## src/rtl/nibcmd_pkg.sv

```systemverilog
package nibcmd_pkg;

  localparam logic [3:0] OPC_ADDR_LO = 4'h0;
  localparam logic [3:0] OPC_ADDR_HI = 4'h1;
  localparam logic [3:0] OPC_DATA_LO = 4'h2;
  localparam logic [3:0] OPC_WR_GO   = 4'h3;
  localparam logic [3:0] OPC_RD_GO   = 4'h4;

  localparam int unsigned STEP_EN_BIT  = 0;
  localparam int unsigned STEP_DIR_BIT = 1;

  typedef struct packed {
    logic ld_alo;
    logic ld_ahi;
    logic ld_dlo;
    logic wr_go;
    logic rd_go;
  } nib_strobe_t;

endpackage

```

## src/rtl/nibcmd_decode.sv

```systemverilog
module nibcmd_decode
  import nibcmd_pkg::*;
#(
  parameter int unsigned NIB_W = 4
) (
  input  logic                 clk,
  input  logic                 rst_n,
  input  logic                 accept,
  input  logic [2*NIB_W-1:0]   cmd_byte,
  output nib_strobe_t          strobe,
  output logic [NIB_W-1:0]     operand
);

  localparam int unsigned CMD_W = 2 * NIB_W;

  logic [NIB_W-1:0] opcode;
  logic             foreign_op;

  assign opcode  = cmd_byte[CMD_W-1 -: NIB_W];
  assign operand = cmd_byte[NIB_W-1:0];

  always_comb begin
    strobe        = '0;
    strobe.ld_alo = accept && (opcode == NIB_W'(OPC_ADDR_LO));
    strobe.ld_ahi = accept && (opcode == NIB_W'(OPC_ADDR_HI));
    strobe.ld_dlo = accept && (opcode == NIB_W'(OPC_DATA_LO));
    strobe.wr_go  = accept && (opcode == NIB_W'(OPC_WR_GO));
    strobe.rd_go  = accept && (opcode == NIB_W'(OPC_RD_GO));
  end

  assign foreign_op = opcode > NIB_W'(OPC_RD_GO);

  AST_ONE_STROBE: assert property (@(posedge clk) disable iff (!rst_n)
    $onehot0(strobe));

  AST_FOREIGN_OP_IDLE: assert property (@(posedge clk) disable iff (!rst_n)
    (accept && foreign_op) |-> (strobe == '0));

endmodule

```

## src/rtl/nibcmd_addr.sv

```systemverilog
module nibcmd_addr
  import nibcmd_pkg::*;
#(
  parameter int unsigned NIB_W = 4
) (
  input  logic                clk,
  input  logic                rst_n,
  input  logic                ld_lo,
  input  logic                ld_hi,
  input  logic [NIB_W-1:0]    nib,
  input  logic                step_en,
  input  logic                step_down,
  output logic [2*NIB_W-1:0]  addr_q
);

  localparam int unsigned ADDR_W = 2 * NIB_W;

  function automatic logic [ADDR_W-1:0] step_addr(input logic [ADDR_W-1:0] a,
                                                  input logic down);
    step_addr = down ? (a - ADDR_W'(1)) : (a + ADDR_W'(1));
  endfunction

  always_ff @(posedge clk) begin
    if (!rst_n) begin
      addr_q <= '0;
    end else if (ld_lo) begin
      addr_q[NIB_W-1:0] <= nib;
    end else if (ld_hi) begin
      addr_q[ADDR_W-1:NIB_W] <= nib;
    end else if (step_en) begin
      addr_q <= step_addr(addr_q, step_down);
    end
  end

  AST_ADDR_WRAP_UP: assert property (@(posedge clk) disable iff (!rst_n)
    (step_en && !step_down && addr_q == '1) |=> (addr_q == '0));

  AST_ADDR_WRAP_DOWN: assert property (@(posedge clk) disable iff (!rst_n)
    (step_en && step_down && addr_q == '0) |=> (addr_q == '1));

  AST_ADDR_LO_KEEPS_HI: assert property (@(posedge clk) disable iff (!rst_n)
    ld_lo |=> (addr_q[ADDR_W-1:NIB_W] == $past(addr_q[ADDR_W-1:NIB_W])));

  AST_ADDR_IDLE_HOLD: assert property (@(posedge clk) disable iff (!rst_n)
    (!ld_lo && !ld_hi && !step_en) |=> $stable(addr_q));

endmodule

```

## src/rtl/nibcmd_wdata.sv

```systemverilog
module nibcmd_wdata #(
  parameter int unsigned NIB_W = 4
) (
  input  logic                clk,
  input  logic                rst_n,
  input  logic                ld_lo,
  input  logic [NIB_W-1:0]    nib,
  output logic [2*NIB_W-1:0]  wr_data
);

  logic [NIB_W-1:0] lo_q;

  always_ff @(posedge clk) begin
    if (!rst_n)     lo_q <= '0;
    else if (ld_lo) lo_q <= nib;
  end

  assign wr_data = {nib, lo_q};

  AST_LO_HOLD: assert property (@(posedge clk) disable iff (!rst_n)
    !ld_lo |=> $stable(lo_q));

endmodule

```

## src/rtl/nibcmd_rsp.sv

```systemverilog
module nibcmd_rsp #(
  parameter int unsigned DATA_W = 8
) (
  input  logic              clk,
  input  logic              rst_n,
  input  logic              rd_go,
  input  logic [DATA_W-1:0] rd_data,
  output logic              rsp_valid,
  output logic [DATA_W-1:0] rsp_data
);

  always_ff @(posedge clk) begin
    if (!rst_n) begin
      rsp_valid <= 1'b0;
      rsp_data  <= '0;
    end else begin
      rsp_valid <= rd_go;
      if (rd_go) rsp_data <= rd_data;
    end
  end

endmodule

```

## src/rtl/nibcmd_regport.sv

```systemverilog
module nibcmd_regport
  import nibcmd_pkg::*;
#(
  parameter int unsigned NIB_W = 4
) (
  input  logic               clk,
  input  logic               rst_n,
  input  logic               cmd_valid,
  input  logic [2*NIB_W-1:0] cmd_byte,
  output logic               cmd_ready,
  output logic               reg_wr_en,
  output logic [2*NIB_W-1:0] reg_wr_addr,
  output logic [2*NIB_W-1:0] reg_wr_data,
  output logic               reg_rd_en,
  output logic [2*NIB_W-1:0] reg_rd_addr,
  input  logic [2*NIB_W-1:0] reg_rd_data,
  input  logic               rsp_ready,
  output logic               rsp_valid,
  output logic [2*NIB_W-1:0] rsp_data
);

  localparam int unsigned BYTE_W = 2 * NIB_W;

  logic              accept;
  nib_strobe_t       strobe;
  logic [NIB_W-1:0]  operand;
  logic [BYTE_W-1:0] addr_q;
  logic              step_en;
  logic              step_down;

  assign cmd_ready = rsp_ready;
  assign accept    = cmd_valid && rsp_ready;

  nibcmd_decode #(.NIB_W(NIB_W)) u_decode (
    .clk      (clk),
    .rst_n    (rst_n),
    .accept   (accept),
    .cmd_byte (cmd_byte),
    .strobe   (strobe),
    .operand  (operand)
  );

  assign step_en   = strobe.rd_go && operand[STEP_EN_BIT];
  assign step_down = operand[STEP_DIR_BIT];

  nibcmd_addr #(.NIB_W(NIB_W)) u_addr (
    .clk       (clk),
    .rst_n     (rst_n),
    .ld_lo     (strobe.ld_alo),
    .ld_hi     (strobe.ld_ahi),
    .nib       (operand),
    .step_en   (step_en),
    .step_down (step_down),
    .addr_q    (addr_q)
  );

  nibcmd_wdata #(.NIB_W(NIB_W)) u_wdata (
    .clk     (clk),
    .rst_n   (rst_n),
    .ld_lo   (strobe.ld_dlo),
    .nib     (operand),
    .wr_data (reg_wr_data)
  );

  assign reg_wr_en   = strobe.wr_go;
  assign reg_wr_addr = addr_q;
  assign reg_rd_en   = strobe.rd_go;
  assign reg_rd_addr = addr_q;

  nibcmd_rsp #(.DATA_W(BYTE_W)) u_rsp (
    .clk       (clk),
    .rst_n     (rst_n),
    .rd_go     (strobe.rd_go),
    .rd_data   (reg_rd_data),
    .rsp_valid (rsp_valid),
    .rsp_data  (rsp_data)
  );

  AST_RD_WR_EXCL: assert property (@(posedge clk) disable iff (!rst_n)
    !(reg_wr_en && reg_rd_en));

  AST_WR_HIGH_NIB: assert property (@(posedge clk) disable iff (!rst_n)
    reg_wr_en |-> (reg_wr_data[BYTE_W-1:NIB_W] == cmd_byte[NIB_W-1:0]));

  AST_READ_GIVES_RSP: assert property (@(posedge clk) disable iff (!rst_n)
    reg_rd_en |=> (rsp_valid && rsp_data == $past(reg_rd_data)));

  AST_RSP_NEEDS_READ: assert property (@(posedge clk) disable iff (!rst_n)
    rsp_valid |-> $past(reg_rd_en));

  AST_NO_ACCESS_STALLED: assert property (@(posedge clk) disable iff (!rst_n)
    !rsp_ready |-> (!reg_rd_en && !reg_wr_en));

  AST_ADDR_HOLD_STALL: assert property (@(posedge clk) disable iff (!rst_n)
    !(cmd_valid && rsp_ready) |=> $stable(reg_rd_addr));

  AST_STEP_UP: assert property (@(posedge clk) disable iff (!rst_n)
    (reg_rd_en && cmd_byte[0] && !cmd_byte[1]) |=>
      (reg_rd_addr == $past(reg_rd_addr) + BYTE_W'(1)));

endmodule

```

## config.mk

```make
export PLATFORM = sky130hd
export DESIGN_NAME = nibcmd_regport
export DESIGN_NICKNAME = d
export VERILOG_FILES = /design/src/rtl/nibcmd_pkg.sv /design/src/rtl/nibcmd_decode.sv /design/src/rtl/nibcmd_addr.sv /design/src/rtl/nibcmd_wdata.sv /design/src/rtl/nibcmd_rsp.sv /design/src/rtl/nibcmd_regport.sv
export SDC_FILE = /design/constraint.sdc
export NUM_CORES = 1
export LEC_CHECK = 0
export ABC_CLOCK_PERIOD_IN_PS = 2210
export BUFFER_PORTS_ARGS = -buffer_cell sky130_fd_sc_hd__buf_4
export CAP_MARGIN = 20
export CORE_ASPECT_RATIO = 1.1
export CORE_MARGIN = 3
export CORE_UTILIZATION = 35
export DETAILED_ROUTE_END_ITERATION = 6
export PLACE_DENSITY = 0.73
export SYNTH_ARGS = -nofsm -noshare
export SYNTH_HDL_FRONTEND = slang
export SYNTH_SLANG_ARGS = --single-unit
```

## constraint.sdc

```tcl
create_clock -name clk -period 2.21 [get_ports clk]
set_input_delay 0.442 -clock clk [delete_from_list [all_inputs] [get_ports clk]]
set_output_delay 0.442 -clock clk [all_outputs]
set_load 0.005 [all_outputs]
```

* Word level (Yosys, flattened, before mapping) *
Cells that the tools add are included.
Widths: inputs -> output; s select.

operators by class
  add/sub/neg operators = 2
  eq/ne operators = 5
  multiplexer cells = 5
  bitwise operators = 1
  reduce and logical (&&, ||, !) cells = 12

operator list
  kind                 number
  $mux 8               2
  $mux 4               3
  $add 8x1->8 const B  1
  $eq 4x2->1 const B   2
  $sub 8x1->8 const B  1
  $logic_and 1x1->1    7
  $eq 4x1->1 const B   1
  $eq 4x3->1 const B   1
  $logic_not 4->1      1
  $reduce_and 2->1     2
  $reduce_bool 2->1    2
  $ne 2x1->1 const B   1
  $not 1->1            1

storage, ports and cells
  register bits after elaboration = 21
  output and inout port bits = 36
  logic and storage cells = 30

* Depth between registers and ports, before layout *
  word-level depth = 6
  depth in mapped cells = 7
  depth with buffers taken out = 7

* By module *
Synthesis repeated with hierarchy kept, for this count alone.

unflattened totals
  cell total of the unflattened synthesis = 143
  area total of the unflattened synthesis = 1351.3 um^2

modules (own cells, without submodules)
  module          times used  cells each  area each (um^2)
  nibcmd_addr     1           78          660.6
  nibcmd_rsp      1           27          329.1
  nibcmd_wdata    1           17          186.4
  nibcmd_decode   1           10          95.1
  nibcmd_regport  1           11          80.1

* Least setup slack after synthesis *
No wires, ideal clock.

  kind = input to register
  from = input port cmd_byte[1]
  to = register u_addr.addr_q[5]
  arrival = 1.630 ns
  data required time = 2.088 ns
  path slack = 0.459 ns
  stages on the path = 6
  cells stage by stage = ha_1 -> a211oi_2 -> o21bai_1 -> a21oi_1 -> xnor2_1 -> o311a_1

on the way
  longest elaborated chain between the ends = 3

RTL lines
  element                         RTL line             RTL
  start: declaration              nibcmd_regport.sv:9  input logic [2*NIB_W-1:0] cmd_byte,
  $mux 8                          nibcmd_addr.sv:20    step_addr = down ? (a - ADDR_W'(1)) : (a + ADDR_W'(1));
  $mux 8                          nibcmd_addr.sv:30    end else if (step_en) begin
  $mux 4 *                        nibcmd_addr.sv:28    end else if (ld_hi) begin
  end signal: indexed assignment  nibcmd_addr.sv:27    addr_q[NIB_W-1:0] <= nib;
  end signal: indexed assignment  nibcmd_addr.sv:29    addr_q[ADDR_W-1:NIB_W] <= nib;
  end signal: assignment          nibcmd_addr.sv:31    addr_q <= step_addr(addr_q, step_down);
  end: declaration                nibcmd_addr.sv:13    output logic [2*NIB_W-1:0] addr_q

Mark *: on every way between the ends. The rest lies on a longest branch, timed or not. The select of a mux whose other input is x is not followed.
A chain may end at the register's enable or synchronous reset.

* Worst setup path after layout *
  from = register u_addr.addr_q[1]
  to = register u_addr.addr_q[5]

on the way
  longest elaborated chain between the ends = 4
  elaborated cells on any way between the ends = 5
  classes of those cells = add/sub: 2; mux: 3

RTL lines
  element                                     RTL line
  $add 8x1->8 or $sub 8x1->8 (tied branches)  nibcmd_addr.sv:20
  $mux 8 *                                    nibcmd_addr.sv:20
  $mux 8 *                                    nibcmd_addr.sv:30
  $mux 4 *                                    nibcmd_addr.sv:28

Marks and branches as above.

==> impl_results.md <==
- Startpoint Class: register
- Clock latency on the worst-skew pair: 300 ps
- Vias post-DR: about 1200
- Detailed Place HPWL: between 2 and 2.5 mm
- Post-Syn Area per Cell: about 8.5 um2
- Largest net degree at the start of global routing: 23
- Post-layout minimum cycle time: ~1800 ps
- CTS Buffer Depth: 2
- Xor and xnor fraction of the mapped netlist area: approximately 2.7%
- N_diodes: 0
- CTS tree: done
- Asr flop ratio synth: 0%
- Die height: around 70 um
- P_leak: 0.8175 nW
- Setup CP Type: reg -> reg
- Post-synthesis adder-cell area fraction: between 7 and 8%
- Net Count, Synth: between 150 and 200
- YS warnings: 0
- Antenna Nets Post-Route: 0
- Starting density of the core: ~38%
- Compound-gate portion of the synthesized area: between 20% and 30%
- Top post-synthesis cells by area: dfxtp_1, buf_4, nand2_1
- Min setup slack post-route: between 400 and 500 ps
- Worst-Margin Slew: about 340 ps
- Max Cap Violations: 0
- Global-route wire length before repair: just over 5 mm
- Max H-tree Level: 1
- Achievable Freq: roughly 570 MHz
- Most used DFF post-synth: dfxtp_1
- Post-route setup TNS: 0 ps
- DR WL/cell: ~13 um
- Max-slew headroom: 76.87%
- CP endpoint kind: register
- Cts repair resizes: 0
- Nets: 227
- Combinational share of power: 16.0%
- Yosys cell types: 45
- Post-synthesis register bit count: 21
- Global Route Usage Sum: between 10 and 15%
- Port buffer count: 55
- Top-count cell post-synth: nand2_1
- Core Box Area: around 3500 um2
- Final WL: 3.123 mm
- Final setup violation count: 0
- Fraction of the mapped netlist area in simple logic gates: a little under a quarter
- DRT iter0 DRCs: 67
- Sw Share: approximately a quarter
- Post-place setup slack: roughly 170 ps
- Vias in the first global route: ~1100
- CTS root buf: clkbuf_4
- Final hold violation count: 0
- Cell Area, Synth: between 1000 and 1500 um2
- Register share of total power: a little under three fifths
- GRT overflow: 0
- Area leader, netlist: dfxtp_1
- Cells after Synth: between 150 and 200
- Net Switching: roughly 0.17 mW
- Clock slew at the register clock pins of the worst setup and hold paths: about 120 ps
- Top cell type's share of synthesized area: 31.97%
- Clock sink count: 21
- Pwr/cell area: roughly 390 nW/um2
- VDD IR max: approximately 0.16 mV
- Max Transition Viols Final: 0
- Synth top cells by count: nand2_1, dfxtp_1, buf_4
- Main combinational cell family by area after synthesis: simple AND/OR/NAND/NOR gates
- Status: finished, final reports clean
- Antenna violations before repair: 0
- Syn-to-layout area delta: 30.83%
- Die Area: roughly 4500 um2
- Final Cycle Share: 80.08%
- RSZ-0062 raised after global routing: no
- Cell-internal power: 0.5099 mW
- CP arrival: ~2000 ps
- Post-CTS setup buffers: 0
- Max Fanout on Critical Path: 5
- Clk network pwr share: a little over a quarter
- 1st-pass router iterations: 4
- Placer Congestion: around 0.80
- Final Skew: 3.024 ps
- I/O pins: 56
- Layout cell share with drive strength beyond 1: between 30% and 40%
- DRC: 0
- CP Cell Sequence: ha_1 -> a211oi_2 -> o21bai_1 -> a21oi_1 -> xnor2_1 -> o311a_1
- Sequential fraction of the synthesis area: a little under a third
- Post-CTS Hold Fix Bufs: 0
- Slowest stage delay, CP: 430 ps
- Worst Path Required: approximately 2400 ps
- Inserted Clock Buffers: 3
- Hold WC Path Type: in -> reg
- Crit-path slowest cell: dfxtp_1
- Post-synthesis mux area share: 3.806%
- DIE WIDTH: roughly 64 um
- Rows: 22
- Via density: roughly 4.8
- Number of synthesized flops with an enable pin: 0
-- final timing paths --
| kind | from | endpoint | slack, ps | depth (start not counted) |
|---|---|---|---|---|
| setup / recovery | u_addr.addr_q[1] | u_addr.addr_q[5] | 440 | 6 |
| hold / removal | reg_rd_data[4] | u_rsp.rsp_data[4] | 380 | 3 |
| setup reg to reg | u_addr.addr_q[1] | u_addr.addr_q[5] | 440 | 6 |
| hold reg to reg | u_rsp.rsp_data[2] | u_rsp.rsp_data[2] | 470 | 2 |
-- worst max-delay path, delay by kind of cell, from the launching register on --
kind,cells,cell delay (ps)
compound gates,4,880
flops,1,430
fa+ha+maj,1,280
xor+xnor,1,90
-- stage by stage --
stage                     cell area [um2]  util (%)  hold slack, ps  std cells  total power [mW]
after floorplan                      1315         -           460.0        154            0.4503
after global placement               1693     48.81           453.3        243            0.5017
after detailed placement             1693     48.81           459.8        243            0.5029
after CTS                            1720     49.60           371.2        247            0.6893
after global routing                 1720     49.60           363.7        247            0.7235
final                                1720     49.60           384.3        247            0.6771
-- state kept, by name, summed over array words and instances, names as in the netlist --
name and cells:
u_rsp.rsp_data 8, u_addr.addr_q 8, u_wdata.lo_q 4, u_rsp.rsp_valid 1
-- cell usage in the layout, fill, tap and decap left out, types with 3 or more instances in the layout --
master | synthesis | layout
xnor2_1 | 4 | 4
mux2i_1 | 5 | 5
o21ai_0 | 4 | 4
clkbuf_4 | 0 | 3
ha_1 | 6 | 6
o21a_1 | 3 | 3
a21boi_0 | 8 | 8
nor2b_1 | 8 | 8
inv_1 | 5 | 5
nand2_1 | 26 | 26
nor2_1 | 4 | 4
o22ai_1 | 3 | 3
dfxtp_1 | 21 | 21
a21oi_1 | 3 | 3
buf_4 | 13 | 59
-- power by group through the flow --
stage	clock network [mW]	logic [mW]	registers, mW
2_1_floorplan	0	0.0569	0.393
3_3_place_gp	0	0.108	0.393
3_5_place_dp	0	0.109	0.393
4_1_cts	0.195	0.110	0.385
5_1_grt	0.218	0.119	0.386
6_report	0.184	0.108	0.385
-- logic make-up after synthesis --
group	Yosys count
buffers and inverters	23
AND/OR/NAND/NOR	58
multiplexers	5
adder cells (fa/ha/maj)	7
XOR/XNOR	4
flip-flops	21
AO/OA/AOI/OAI	36
-- layer usage --
| metal | vias up | share of wire (%) | GRT usage, % |
|---|---|---|---|
| li1 | 615 | - | - |
| met1 | 540 | 46 | 18.66 |
| met2 | 31 | 48 | 23.17 |
| met3 | 2 | 4.7 | 3.215 |
| met4 | 0 | 0.83 | 4.930 |
| met5 | - | 0 | 0 |
-- cell type report --
type | count | area, um2
clock inverter | 1 | 5.005
inverter | 5 | 18.77
tap | 48 | 60.06
clock buffer | 3 | 22.52
fill | 364 | 1748
timing repair buffer | 59 | 442.9
multi-input combinational | 110 | 750.7
sequential | 21 | 420.4
Note: power is estimated with default switching activity, not from simulation.
